--- src/rtl/mrl_pkg.sv ---
package mrl_pkg;

   localparam int BYTE_W = 8;
   localparam int WORD_W = 32;

   typedef enum logic [1:0] {
      ST_IDLE  = 2'd0,
      ST_ISSUE = 2'd1,
      ST_WAIT  = 2'd2,
      ST_DONE  = 2'd3
   } mrl_state_e;

endpackage

--- src/rtl/mrl_addr.sv ---
module mrl_addr #(
   parameter int AW          = 32,
   parameter int DISP_W      = 16,
   parameter int QFLD_W      = 12,
   parameter int WORD_BYTES  = 4,
   parameter int DW_BYTES    = 8
) (
   input  logic              clk,
   input  logic              rst_n,
   input  logic              load,
   input  logic              step,
   input  logic              quad_cmd,
   input  logic              quad_q,
   input  logic              base_zero,
   input  logic [AW-1:0]     base_val,
   input  logic [DISP_W-1:0] disp,
   output logic [AW-1:0]     addr
);

   localparam int QSHIFT = DISP_W - QFLD_W;
   localparam int EXT_W  = AW - DISP_W;

   initial begin : elab_chk
      assert (QFLD_W < DISP_W) else $error("mrl_addr: QFLD_W must be below DISP_W");
      assert (AW > DISP_W)     else $error("mrl_addr: AW must exceed DISP_W");
   end

   logic [AW-1:0]     base;
   logic [AW-1:0]     word_off;
   logic [DISP_W-1:0] quad_fld;
   logic [AW-1:0]     quad_off;
   logic [AW-1:0]     first_addr;
   logic [AW-1:0]     incr;
   logic [AW-1:0]     addr_q;

   always_comb begin
      base       = base_zero ? '0 : base_val;
      word_off   = {{EXT_W{disp[DISP_W-1]}}, disp};
      quad_fld   = {disp[QFLD_W-1:0], {QSHIFT{1'b0}}};
      quad_off   = {{EXT_W{quad_fld[DISP_W-1]}}, quad_fld};
      first_addr = base + (quad_cmd ? quad_off : word_off);
      incr       = quad_q ? AW'(DW_BYTES) : AW'(WORD_BYTES);
   end

   always_ff @(posedge clk) begin
      if (!rst_n) begin
         addr_q <= '0;
      end else if (load) begin
         addr_q <= first_addr;
      end else if (step) begin
         addr_q <= addr_q + incr;
      end
   end

   assign addr = addr_q;

   p_addr_hold_r9: assert property (@(posedge clk) disable iff (!rst_n)
      (!load && !step) |=> $stable(addr));

endmodule

--- src/rtl/mrl_fmt.sv ---
module mrl_fmt #(
   parameter int XLEN   = 64,
   parameter int WORD_W = 32
) (
   input  logic [XLEN-1:0] rsp_data,
   input  logic            quad,
   input  logic            le,
   output logic [XLEN-1:0] wb_data
);

   localparam int NBYTES = XLEN / 8;
   localparam int PAD_W  = XLEN - WORD_W;

   initial begin : elab_chk
      assert (XLEN % 8 == 0)   else $error("mrl_fmt: XLEN must be whole bytes");
      assert (XLEN > WORD_W)   else $error("mrl_fmt: XLEN must exceed WORD_W");
   end

   logic [XLEN-1:0] swapped;
   logic [XLEN-1:0] word_ext;

   for (genvar gi = 0; gi < NBYTES; gi++) begin : g_lane
      assign swapped[8*gi +: 8] = rsp_data[XLEN-8-8*gi +: 8];
   end

   assign word_ext = {{PAD_W{1'b0}}, rsp_data[WORD_W-1:0]};

   always_comb begin
      if (!quad) begin
         wb_data = word_ext;
      end else if (le) begin
         wb_data = swapped;
      end else begin
         wb_data = rsp_data;
      end
   end

endmodule

--- src/rtl/mrl_ctrl.sv ---
module mrl_ctrl
   import mrl_pkg::*;
#(
   parameter  int NREG  = 32,
   localparam int IDX_W = $clog2(NREG)
) (
   input  logic             clk,
   input  logic             rst_n,
   input  logic             cmd_start,
   input  logic             cmd_quad,
   input  logic             cmd_le,
   input  logic [IDX_W-1:0] cmd_rt,
   input  logic             req_ready,
   input  logic             rsp_valid,
   output logic             cmd_ready,
   output logic             req_valid,
   output logic             addr_load,
   output logic             addr_step,
   output logic             wb_valid,
   output logic [IDX_W-1:0] wb_idx,
   output logic             quad_q,
   output logic             le_q,
   output logic             done,
   output logic             illegal
);

   initial begin : elab_chk
      assert (NREG >= 2) else $error("mrl_ctrl: NREG must be at least 2");
   end

   mrl_state_e       state_q, state_d;
   logic [IDX_W-1:0] cur_q;
   logic [IDX_W-1:0] rt_q;
   logic             beat_q;
   logic             ill_q;
   logic             accept;
   logic             bad_form;
   logic             word_last;
   logic             last_beat;
   logic             rsp_take;

   assign accept   = (state_q == ST_IDLE) && cmd_start;
   assign bad_form = cmd_quad && cmd_rt[0];
   assign rsp_take = (state_q == ST_WAIT) && rsp_valid;

   if ((1 << IDX_W) == NREG) begin : g_last_pow2
      assign word_last = &cur_q;
   end else begin : g_last_cmp
      assign word_last = (cur_q == IDX_W'(NREG - 1));
   end

   assign last_beat = quad_q ? beat_q : word_last;

   always_comb begin
      state_d = state_q;
      case (state_q)
         ST_IDLE:  if (cmd_start) state_d = bad_form ? ST_DONE : ST_ISSUE;
         ST_ISSUE: if (req_ready) state_d = ST_WAIT;
         ST_WAIT:  if (rsp_valid) state_d = last_beat ? ST_DONE : ST_ISSUE;
         default:  state_d = ST_IDLE;
      endcase
   end

   always_ff @(posedge clk) begin
      if (!rst_n) begin
         state_q <= ST_IDLE;
         cur_q   <= '0;
         rt_q    <= '0;
         beat_q  <= 1'b0;
         quad_q  <= 1'b0;
         le_q    <= 1'b0;
         ill_q   <= 1'b0;
      end else begin
         state_q <= state_d;
         if (accept) begin
            cur_q  <= cmd_rt;
            rt_q   <= cmd_rt;
            beat_q <= 1'b0;
            quad_q <= cmd_quad;
            le_q   <= cmd_le;
            ill_q  <= bad_form;
         end else if (rsp_take && !last_beat) begin
            cur_q  <= cur_q + 1'b1;
            beat_q <= 1'b1;
         end
      end
   end

   assign cmd_ready = (state_q == ST_IDLE);
   assign req_valid = (state_q == ST_ISSUE);
   assign addr_load = accept && !bad_form;
   assign addr_step = rsp_take && !last_beat;
   assign wb_valid  = rsp_take;
   assign wb_idx    = quad_q ? {rt_q[IDX_W-1:1], beat_q ^ le_q} : cur_q;
   assign done      = (state_q == ST_DONE);
   assign illegal   = (state_q == ST_DONE) && ill_q;

   p_bad_form_r8: assert property (@(posedge clk) disable iff (!rst_n)
      (cmd_ready && cmd_start && cmd_quad && cmd_rt[0]) |=> (done && illegal));

   p_last_reg_r2: assert property (@(posedge clk) disable iff (!rst_n)
      (wb_valid && !quad_q && (wb_idx == IDX_W'(NREG - 1))) |=> done);

   p_ready_after_done_r12: assert property (@(posedge clk) disable iff (!rst_n)
      done |=> (cmd_ready && !done));

   p_busy_start_r11: assert property (@(posedge clk) disable iff (!rst_n)
      (!cmd_ready && !done && cmd_start) |=> !cmd_ready);

endmodule

--- src/rtl/mreg_load_seq.sv ---
module mreg_load_seq
   import mrl_pkg::*;
#(
   parameter  int AW     = 32,
   parameter  int XLEN   = 64,
   parameter  int NREG   = 32,
   parameter  int DISP_W = 16,
   parameter  int QFLD_W = 12,
   localparam int IDX_W  = $clog2(NREG)
) (
   input  logic              clk,
   input  logic              rst_n,
   input  logic              cmd_start,
   output logic              cmd_ready,
   input  logic              cmd_quad,
   input  logic              cmd_le,
   input  logic [IDX_W-1:0]  cmd_rt,
   input  logic [IDX_W-1:0]  cmd_ra_idx,
   input  logic [AW-1:0]     cmd_ra_val,
   input  logic [DISP_W-1:0] cmd_disp,
   output logic              mem_req_valid,
   input  logic              mem_req_ready,
   output logic [AW-1:0]     mem_req_addr,
   output logic              mem_req_dword,
   input  logic              mem_rsp_valid,
   input  logic [XLEN-1:0]   mem_rsp_data,
   output logic              wb_valid,
   output logic [IDX_W-1:0]  wb_idx,
   output logic [XLEN-1:0]   wb_data,
   output logic              done,
   output logic              illegal
);

   localparam int WORD_BYTES = WORD_W / BYTE_W;
   localparam int DW_BYTES   = XLEN / BYTE_W;

   initial begin : elab_chk
      assert (XLEN == 2 * WORD_W) else $error("mreg_load_seq: XLEN must be two words");
   end

   logic addr_load;
   logic addr_step;
   logic quad_q;
   logic le_q;
   logic base_zero;

   assign base_zero = (cmd_ra_idx == '0);

   mrl_ctrl #(.NREG(NREG)) u_ctrl (
      .clk       (clk),
      .rst_n     (rst_n),
      .cmd_start (cmd_start),
      .cmd_quad  (cmd_quad),
      .cmd_le    (cmd_le),
      .cmd_rt    (cmd_rt),
      .req_ready (mem_req_ready),
      .rsp_valid (mem_rsp_valid),
      .cmd_ready (cmd_ready),
      .req_valid (mem_req_valid),
      .addr_load (addr_load),
      .addr_step (addr_step),
      .wb_valid  (wb_valid),
      .wb_idx    (wb_idx),
      .quad_q    (quad_q),
      .le_q      (le_q),
      .done      (done),
      .illegal   (illegal)
   );

   mrl_addr #(
      .AW         (AW),
      .DISP_W     (DISP_W),
      .QFLD_W     (QFLD_W),
      .WORD_BYTES (WORD_BYTES),
      .DW_BYTES   (DW_BYTES)
   ) u_addr (
      .clk       (clk),
      .rst_n     (rst_n),
      .load      (addr_load),
      .step      (addr_step),
      .quad_cmd  (cmd_quad),
      .quad_q    (quad_q),
      .base_zero (base_zero),
      .base_val  (cmd_ra_val),
      .disp      (cmd_disp),
      .addr      (mem_req_addr)
   );

   mrl_fmt #(.XLEN(XLEN), .WORD_W(WORD_W)) u_fmt (
      .rsp_data (mem_rsp_data),
      .quad     (quad_q),
      .le       (le_q),
      .wb_data  (wb_data)
   );

   assign mem_req_dword = quad_q;

   p_req_hold_r9: assert property (@(posedge clk) disable iff (!rst_n)
      (mem_req_valid && !mem_req_ready) |=> (mem_req_valid && $stable(mem_req_addr)));

   p_one_outstanding_r9: assert property (@(posedge clk) disable iff (!rst_n)
      (mem_req_valid && mem_req_ready) |=> !mem_req_valid);

   p_wb_needs_rsp_r10: assert property (@(posedge clk) disable iff (!rst_n)
      wb_valid |-> mem_rsp_valid);

   p_word_zext_r4: assert property (@(posedge clk) disable iff (!rst_n)
      (wb_valid && !mem_req_dword) |-> (wb_data[XLEN-1:WORD_W] == '0));

   p_done_after_wb_r12: assert property (@(posedge clk) disable iff (!rst_n)
      (wb_valid && !mem_req_valid) |=> (done || mem_req_valid || !cmd_ready));

endmodule

--- config.mk ---
export PLATFORM = sky130hd
export DESIGN_NAME = mreg_load_seq
export DESIGN_NICKNAME = d
export VERILOG_FILES = /design/src/rtl/mrl_pkg.sv /design/src/rtl/mrl_addr.sv /design/src/rtl/mrl_fmt.sv /design/src/rtl/mrl_ctrl.sv /design/src/rtl/mreg_load_seq.sv
export SDC_FILE = /design/constraint.sdc
export NUM_CORES = 1
export LEC_CHECK = 0
export BUFFER_PORTS_ARGS = -buffer_cell sky130_fd_sc_hd__buf_4
export CORE_ASPECT_RATIO = 1.1
export CORE_UTILIZATION = 45
export DETAILED_ROUTE_END_ITERATION = 10
export GPL_TIMING_DRIVEN = 0
export HOLD_SLACK_MARGIN = 0.02
export PLACE_DENSITY = 0.88
export SYNTH_ARGS = -nofsm -noshare
export SYNTH_HDL_FRONTEND = slang
export SYNTH_SLANG_ARGS = --single-unit
--- constraint.sdc ---
create_clock -name clk -period 8.8 [get_ports clk]
set_input_delay 1.76 -clock clk [delete_from_list [all_inputs] [get_ports clk]]
set_output_delay 1.76 -clock clk [all_outputs]
set_load 0.02 [all_outputs]
# == Word-level counts from Yosys, hierarchy flattened ==
# Cells that the tools add are included.
# word_totals
out_inout_bits,107
input_bits,129
regBits,48
# classes
n_reduce_logical,15
n_eq_ne,6
bitwise,2
muxes,17
n_addsub,3
# op_table
op,n
32-bit two-way mux,4
64-bit two-way mux,2
32-bit adder,2
5-bit two-way mux,3
2-bit two-way mux,5
1-bit logical AND,6
2-bit case mux with 3 select lines,1
5-bit by 1-bit adder with 5-bit output (second input constant),1
5-bit logical NOT,1
5-bit AND reduction,1
2-bit equality test (second input constant),2
4-bit two-way mux,1
2-bit inequality test (second input constant),2
2-bit nonzero test,2
3-bit AND reduction,1
2-bit by 1-bit equality test with 1-bit output (second input constant),1
1-bit logical NOT,2
2-bit logical NOT,1
2-bit by 1-bit inequality test with 1-bit output (second input constant),1
2-bit OR reduction,1
1-bit two-way mux,1
1-bit NOT,1
1-bit XOR,1

# == Depth between registers and ports, before layout ==
# Gate-level depths: netlist of run 1.
# logic_depth
ltp_word,6
mapped_depth,14

# == By module ==
# Synthesis of run 1 repeated with hierarchy kept, for this count alone.
# hier_totals
cells_unflattened,724
hier_area_um2,5751.8
# modules_own_cells
mod,instances,area_per_inst_um2,cells_each
mrl_addr,1,3875.0,521
mrl_fmt,1,1074.8,107
mrl_ctrl,1,790.8,94
mreg_load_seq,1,11.3,2

# == Worst setup path before layout of run 1 ==
# No wires, ideal clock.
# synth_timing
kind,input port to flip-flop
startpoint,input port cmd_ra_idx[0]
endpoint,register u_addr.addr_q[31] (netlist: u_addr.addr[31])
path_slack_ps,4132
required_ps,8673
n_path_buf,1
arrival_ps,4541
cell_stages,12
cell_sequence,or4_4 > nor2_1 > clkbuf_1 > nor2b_1 > ha_1 > a2111oi_2 > o21ai_1 > a31oi_2 > o31ai_4 > a21oi_4 > a21oi_1 > or3_1
# synth_via
elab_chain_len,4
# synth_rtl
item,line_no,source
from (decl),mreg_load_seq.sv:18,"input logic [IDX_W-1:0] cmd_ra_idx,"
5-bit logical NOT,mreg_load_seq.sv:47,assign base_zero = (cmd_ra_idx == '0);
32-bit two-way mux,mrl_addr.sv:37,base = base_zero ? '0 : base_val;
32-bit adder,mrl_addr.sv:41,first_addr = base + (quad_cmd ? quad_off : word_off);
32-bit two-way mux,mrl_addr.sv:48,end else if (load) begin
to (signal assigned),mrl_addr.sv:49,addr_q <= first_addr;
to (signal assigned),mrl_addr.sv:51,addr_q <= addr_q + incr;
to (decl),mrl_addr.sv:34,logic [AW-1:0] addr_q;
# Every way passes these cells.
# A chain may end at the register's enable or synchronous reset.

# == Worst setup path in the final report of run 1 ==
# layout_timing
startpoint,input port cmd_ra_idx[0]
endpoint,register u_addr.addr_q[20] (netlist: u_addr.addr[20])
# Same word-level chain as after synthesis.

==> results of run 1 <==
where the power goes:
| group | switching (mW) | internal (mW) |
|---|---|---|
| logic | 0.282 | 0.217 |
| clock network | 0.0845 | 0.106 |
| registers | 0.0282 | 0.237 |
| total | 0.395 | 0.560 |
sequential cells by signal, indices dropped and copies added, names as in the netlist:
| signal | flops |
|---|---|
| u_addr.addr | 32 |
| u_ctrl.cur_q | 5 |
| u_ctrl.rt_q | 4 |
| u_ctrl.state_q | 2 |
| u_ctrl.beat_q | 1 |
| u_ctrl.ill_q | 1 |
| u_ctrl.le_q | 1 |
| u_ctrl.quad_q | 1 |
layout make-up:
cell class	count	area, µm²
repair buffers	234	1760
clock inverters	2	16.3
flip-flops and latches	47	941
plain buffers	40	171
well taps	154	193
multi-input cells	626	4390
inverters	16	60.1
fillers	1065	4370
clock buffers	6	129
logic make-up after synthesis:
| group | share of synthesized area |
|---|---|
| AO/OA/AOI/OAI | 0.217 |
| XOR/XNOR | 0.0677 |
| buffers and inverters | 0.0416 |
| multiplexers | 0.170 |
| flip-flops | 0.169 |
| adder cells (fa/ha/maj) | 0.0859 |
| AND/OR/NAND/NOR | 0.248 |
layer usage:
metal  vias to the layer above  global-route usage  wire (µm)
li1                       3141                   -          -
met1                      2943               0.331       7380
met2                       311               0.521       9570
met3                        50               0.103       2200
met4                         0               0.140        797
met5                         -                   0          0
cell usage in the layout, fill, tap and decap left out, types with 3 or more instances in the layout:
master	n
a211oi_1	21
a21o_1	11
a21oi_1	61
a31oi_1	7
and2_1	4
and3_1	11
and4_1	3
buf_1	10
buf_2	7
buf_4	235
clkbuf_1	21
clkbuf_16	5
dfxtp_1	47
ha_1	35
inv_1	16
mux2_2	49
mux2i_1	38
nand2_1	65
nand2b_1	5
nand3_1	15
nand4_1	21
nor2_1	86
nor2b_1	37
nor3_1	9
o21a_1	6
o21ai_0	35
o21bai_1	3
o221ai_1	5
or3_1	7
xnor2_1	28
xor2_1	15
critical path, cell delays in order:
cell and delay (ns):
buf_4 0.11, or4_4 0.53, nor2_1 0.16, clkbuf_1 0.39, nor2b_1 0.16, ha_1 0.24, inv_1 0.07, fa_1 0.20
nor2b_1 0.08, o31ai_2 0.37, a211oi_1 0.19, o21ai_0 0.29, nor2b_1 0.30, xor2_1 0.24, o22ai_1 0.12
worst paths after layout:
| kind | end | cells past startpoint | slack (ns) | startpoint |
|---|---|---|---|---|
| max reg2reg | u_addr.addr[24] | 13 | 5.42 | u_ctrl.quad_q |
| min reg2reg | u_ctrl.rt_q[1] | 2 | 0.45 | u_ctrl.rt_q[1] |
| max | u_addr.addr[20] | 15 | 3.75 | cmd_ra_idx[0] |
| min | u_ctrl.rt_q[1] | 2 | 0.45 | u_ctrl.rt_q[1] |
through the flow:
| stage | util | cell area (µm²) | hold slack [ns] |
|---|---|---|---|
| after global routing | 0.637 | 7660 | 0.474 |
| final | 0.637 | 7660 | 0.452 |
| after CTS | 0.637 | 7660 | 0.453 |
| after global placement | 0.624 | 7510 | 0.438 |
| after detailed placement | 0.624 | 7510 | 0.444 |
| after floorplan | - | 5570 | 0.432 |
==> flow_metrics.py, run 1 <==
metrics = {
    "layout": {
        "antenna_cells_inserted": 0,
        "final_layout_size_suffix_gt1_frac": 0.331,
        "synthToLayoutAreaGrowth_pct": 37.6,
        "instances_no_fill": 1125,
        "design.final.nets": 1136,
    },
    "timing": {
        "finalMaxSlewViolations": 0,
        "timing.clock.skew_ns": 0.00485,
        "report.final.setup_viol": 0,
        "time_the_final_worst_path_needs_with_i_o_delays_and_setup_ns": 5.05,
        "grt_setup_unrepaired": "false",
        "timing.fmax_mhz": 198,
        "accumulated_negative_setup_slack_ns": 0,
        "setup_ws_ns": 3.75,
        "maxSlewHeadroom": 0.505,
        "period_utilization": 0.573,
        "worst_slew_pin_slew_ns": 0.742,
        "report.final.hold_viol_count": 0,
    },
    "grt": {
        "wire_length_of_the_first_global_routing_pass_um": 30600,
        "first_global_vias": 6136,
        "grt_start_max_net_pins": 17,
        "grt_antenna_before_repair": 0,
        "grt_overflow_total": 0,
        "grtUsageTotal": 0.304,
    },
    "yosys": {
        "ys_seq_area_frac": 0.169,
        "synthesis_stage_register_bit_count": 47,
        "synth-edff-count": 0,
        "postSynthAreaPerCell_um2": 7.63,
        "synthArstFlopShare": 0,
        "synth_cell_type_count": 71,
        "synthFlopType": "dfxtp_1",
        "netlist_area_mm2": 0.00557,
        "post_synth_most_frequent_cells": "nor2_1 (86), nand2_1 (65), a21oi_1 (61)",
        "post_synth_inst_count": 729,
        "syn_warnings": 0,
        "synthDominantCellAreaShare": 0.169,
        "synth_largest_area_cell": "dfxtp_1",
        "synthTopCellsByArea": "dfxtp_1 (17%), mux2_2 (9.9%), ha_1 (7.9%)",
        "synth.net_count": 895,
        "post-synth-top-count-cell": "nor2_1",
    },
    "place": {
        "post-dp-hpwl_um": 16500,
        "numPlacedInstances": 1117,
        "post_placement_worst_setup_slack_ns": 3.47,
        "port_buffers": 234,
        "finalWeightedCongestion": 0.966,
    },
    "routing": {
        "remaining_antenna_violation_count_after_routing": 0,
        "detailedRoute.firstIterationViolations": 445,
        "post-route-drc-count": 0,
        "routed_wl_um": 19900,
        "detailedRoute.firstPassIterationCount": 5,
        "wl_per_cell_um": 17.7,
        "routed_via_density": 5.73,
        "vias": 6445,
    },
    "clocking": {
        "numCtsBuffers": 5,
        "cts.sinks": 47,
        "cts_tree": "yes",
        "post_cts.resized_instances": 0,
        "worst_skew_pair.late_latency_ns": 0.29,
        "htreeDepth": 2,
        "clock_path_buffers": 2,
        "cts.hold.buffers_added": 0,
        "cts.reportedPaths.clkPinSlew_ns": 0.07,
        "postCtsSetupRepairBufs": 0,
        "cts.root.buffer_cell": "clkbuf_16",
    },
    "setup_path": {
        "worstSetupStartpointType": "primary input",
        "cp_data_arrival_time_ns": 5.21,
        "worst_ep_required_time_ns": 8.97,
        "worst_setup_path_end_kind": "flip-flop",
        "largest_fanout_of_any_net_on_the_critical_path": 10,
        "criticalPathCategory": "primary input to flip-flop",
    },
    "floorplanning": {
        "fp.coreArea_mm2": 0.0120,
        "io-pin-count": 236,
        "design.die.area_mm2": 0.0128,
        "initial_utilization": 0.462,
        "floorplan.die.width_um": 108,
        "rows": 42,
        "die_height_um": 119,
    },
    "worst_hold_path": {
        "holdCritPathClass": "flip-flop to flip-flop",
    },
    "power_and_ir_drop": {
        "power_density_mw_per_mm2": 125,
        "ir_drop_mv": 0.0882,
        "cellLeakagePower_nw": 3.37,
        "total_power_uw": 955,
    },
    "status": {
        "run_status": "finished clean",
    },
    "job": {
        "timing.max_cap.violations": 0,
    },
}
(Power assumes the default switching activity.)
==> run 2: changes to the inputs <==
- ABC_AREA: not set -> 1
- PLACE_DENSITY: 0.88 -> 0.85
- clock period: 8.8 -> 4.72 ns (I/O delays scaled with it)
==> run 2 against run 1 <==
Hold slack better by 0.016 ns. Critical path type unchanged. Combinational power increased by 130%. Clock-buffer cell count rose by 1. Synthesized area rose by 19%. Clock power is 100% higher. Die area up 18%. Largest cell class unchanged. Clock skew grew 0.0018 ns.
==> flow_metrics.py, run 2 <==
metrics = {
    "status": {
        "run_status": "finished clean",
    },
    "timing": {
        "time_the_final_worst_path_needs_with_i_o_delays_and_setup_ns": 3.54,
        "timing.clock.skew_ns": 0.00663,
        "worst_slew_pin_slew_ns": 0.895,
        "finalHoldWorstSlack_ns": 0.469,
        "grt_setup_unrepaired": "false",
        "maxSlewHeadroom": 0.403,
        "report.final.hold_viol_count": 0,
        "report.final.setup_viol": 0,
        "period_utilization": 0.750,
        "finalMaxSlewViolations": 0,
        "timing.fmax_mhz": 282,
        "setup_ws_ns": 1.18,
        "accumulated_negative_setup_slack_ns": 0,
    },
    "clocking": {
        "cts.reportedPaths.clkPinSlew_ns": 0.07,
        "worst_skew_pair.late_latency_ns": 0.30,
        "cts.hold.buffers_added": 0,
        "post_cts.resized_instances": 0,
        "clock_path_buffers": 2,
        "htreeDepth": 2,
        "postCtsSetupRepairBufs": 0,
        "cts.root.buffer_cell": "clkbuf_16",
        "numCtsBuffers": 5,
        "cts.sinks": 47,
        "cts_tree": "yes",
    },
    "layout": {
        "largest_reg_flops": 32,
        "instances_no_fill": 1671,
        "antenna_cells_inserted": 0,
        "final_layout_size_suffix_gt1_frac": 0.200,
        "final_util": 0.609,
        "final_design_area_no_fill_mm2": 0.00877,
        "fillerInstances": 1504,
        "most_common_cell_after_layout_fill_and_taps_aside": "nand2_1",
        "design.final.nets": 1644,
        "synthToLayoutAreaGrowth_pct": 32.9,
        "final_cell_mix": "nand2_1 (390), buf_4 (239), inv_1 (232), o21ai_0 (114), a21oi_1 (101)",
    },
    "worst_hold_path": {
        "endpoint_worst_hold": "u_ctrl.rt_q[1]",
        "hold_path.startpoint": "u_ctrl.rt_q[1]",
        "holdCritPathClass": "flip-flop to flip-flop",
        "whs_path_depth": 2,
    },
    "setup_path": {
        "cp_cell_sequence": "buf_4, nor3_1, nand2_1, clkbuf_1, nand2_1, inv_1, ha_1, inv_1, fa_1, inv_1, nand2_1, nand2_1, nand3_1, nand2_1, nand2_1, nand2_1, nand2_1, nand3_1, nand2_1, nor2_1, nor2_1",
        "regToRegSetupSlack_ns": 2.23,
        "worst_ep_required_time_ns": 4.92,
        "r2r-end": "u_addr.addr[20]",
        "worst_setup_path_end_kind": "flip-flop",
        "worstSetupStartpointType": "primary input",
        "cp_slowest_cell": "fa_1",
        "rr_startpoint": "u_ctrl.quad_q",
        "crit_path_frequent_cell": "nand2_1",
        "worstRegToRegCells": 14,
        "criticalPathCategory": "primary input to flip-flop",
        "critical_path.max_stage_delay_ns": 0.39,
        "largest_fanout_of_any_net_on_the_critical_path": 10,
        "cp_data_arrival_time_ns": 3.74,
    },
    "yosys": {
        "synth.net_count": 1402,
        "synth-edff-count": 0,
        "postSynthAreaPerCell_um2": 5.34,
        "syn_warnings": 0,
        "synthDominantCellAreaShare": 0.222,
        "ys_seq_area_frac": 0.143,
        "synthesis_stage_register_bit_count": 47,
        "post_synth_inst_count": 1236,
        "synth_cell_type_count": 48,
        "synthTopCellsByArea": "nand2_1 (22%), dfxtp_1 (14%), inv_1 (13%)",
        "post_synth_most_frequent_cells": "nand2_1 (390), inv_1 (232), o21ai_0 (114)",
        "synthFlopType": "dfxtp_1",
        "netlist_area_mm2": 0.00660,
        "synth_largest_area_cell": "nand2_1",
        "synthArstFlopShare": 0,
        "post-synth-top-count-cell": "nand2_1",
    },
    "floorplanning": {
        "io-pin-count": 236,
        "initial_utilization": 0.459,
        "design.die.area_mm2": 0.0152,
        "floorplan.die.width_um": 117,
        "fp.coreArea_mm2": 0.0144,
        "die_height_um": 129,
        "rows": 46,
    },
    "grt": {
        "grt_antenna_before_repair": 1,
        "first_global_vias": 7907,
        "wire_length_of_the_first_global_routing_pass_um": 39000,
        "grt_start_max_net_pins": 18,
        "grtUsageTotal": 0.325,
        "grt_overflow_total": 0,
    },
    "power_and_ir_drop": {
        "cellLeakagePower_nw": 5.00,
        "total_power_mw": 2.08,
        "power_density_mw_per_mm2": 237,
        "ir_drop_mv": 0.150,
    },
    "place": {
        "port_buffers": 235,
        "post_placement_worst_setup_slack_ns": 0.804,
        "placedInstanceArea_mm2": 0.00861,
        "numPlacedInstances": 1663,
        "post-dp-hpwl_um": 20700,
        "finalWeightedCongestion": 0.969,
    },
    "routing": {
        "routed_via_density": 5.18,
        "remaining_antenna_violation_count_after_routing": 0,
        "detailedRoute.firstPassIterationCount": 7,
        "routed_wl_um": 25100,
        "wl_per_cell_um": 15.0,
        "vias": 8655,
        "post-route-drc-count": 0,
        "detailedRoute.firstIterationViolations": 641,
    },
    "job": {
        "timing.max_cap.violations": 0,
    },
}
-- run 2: logic make-up after synthesis --
kind of cell | count (synthesis) | synth area share
simple gates | 606 | 0.392
compound gates | 248 | 0.196
buf+inv | 280 | 0.172
flops | 47 | 0.143
mux | 1 | 0.00171
xor+xnor | 17 | 0.0226
fa+ha+maj | 37 | 0.0724
-- run 2: critical path: cells and delay by family --
| kind | cells | cell delay [ns] |
|---|---|---|
| fa+ha+maj | 2 | 0.58 |
| simple gates | 14 | 1.42 |
| buf+inv | 5 | 0.81 |
-- run 2: routing by layer --
layer  up-vias  share of wire  GRT usage
met5         -        0.00032          0
met4         2          0.048      0.164
met3        80          0.076     0.0576
met2       380           0.50      0.612
met1      3838           0.38      0.349
li1       4355              -          -
-- run 2: cell type report --
cell class	count	area (µm²)	area share
Timing Repair Buffer	235	1760	0.201
Clock inverter	1	7.51	0.000856
Buffer	39	230	0.0263
Sequential cell	47	941	0.107
Multi-Input combinational cell	909	4520	0.516
Tap cell	192	240	0.0274
Clock buffer	7	153	0.0174
Inverter	241	907	0.103
-- run 2: worst max path at each step --
stage | startpoint | end | slack [ns]
final | cmd_ra_idx[3] | u_addr.addr[28] | 1.18
after global routing | cmd_ra_idx[3] | u_addr.addr[28] | 0.84
after CTS | cmd_ra_idx[3] | u_addr.addr[28] | 1.12
after detailed placement | cmd_ra_idx[3] | u_addr.addr[28] | 0.80
after global placement | cmd_quad | u_addr.addr[27] | 0.58
after floorplan | cmd_quad | u_addr.addr[31] | 1.49
-- run 2: power by group --
group          switching [mW]  internal (mW)  total [mW]
Sequential             0.0777          0.451       0.529
Clock                   0.165          0.226       0.390
Combinational           0.712          0.446        1.16
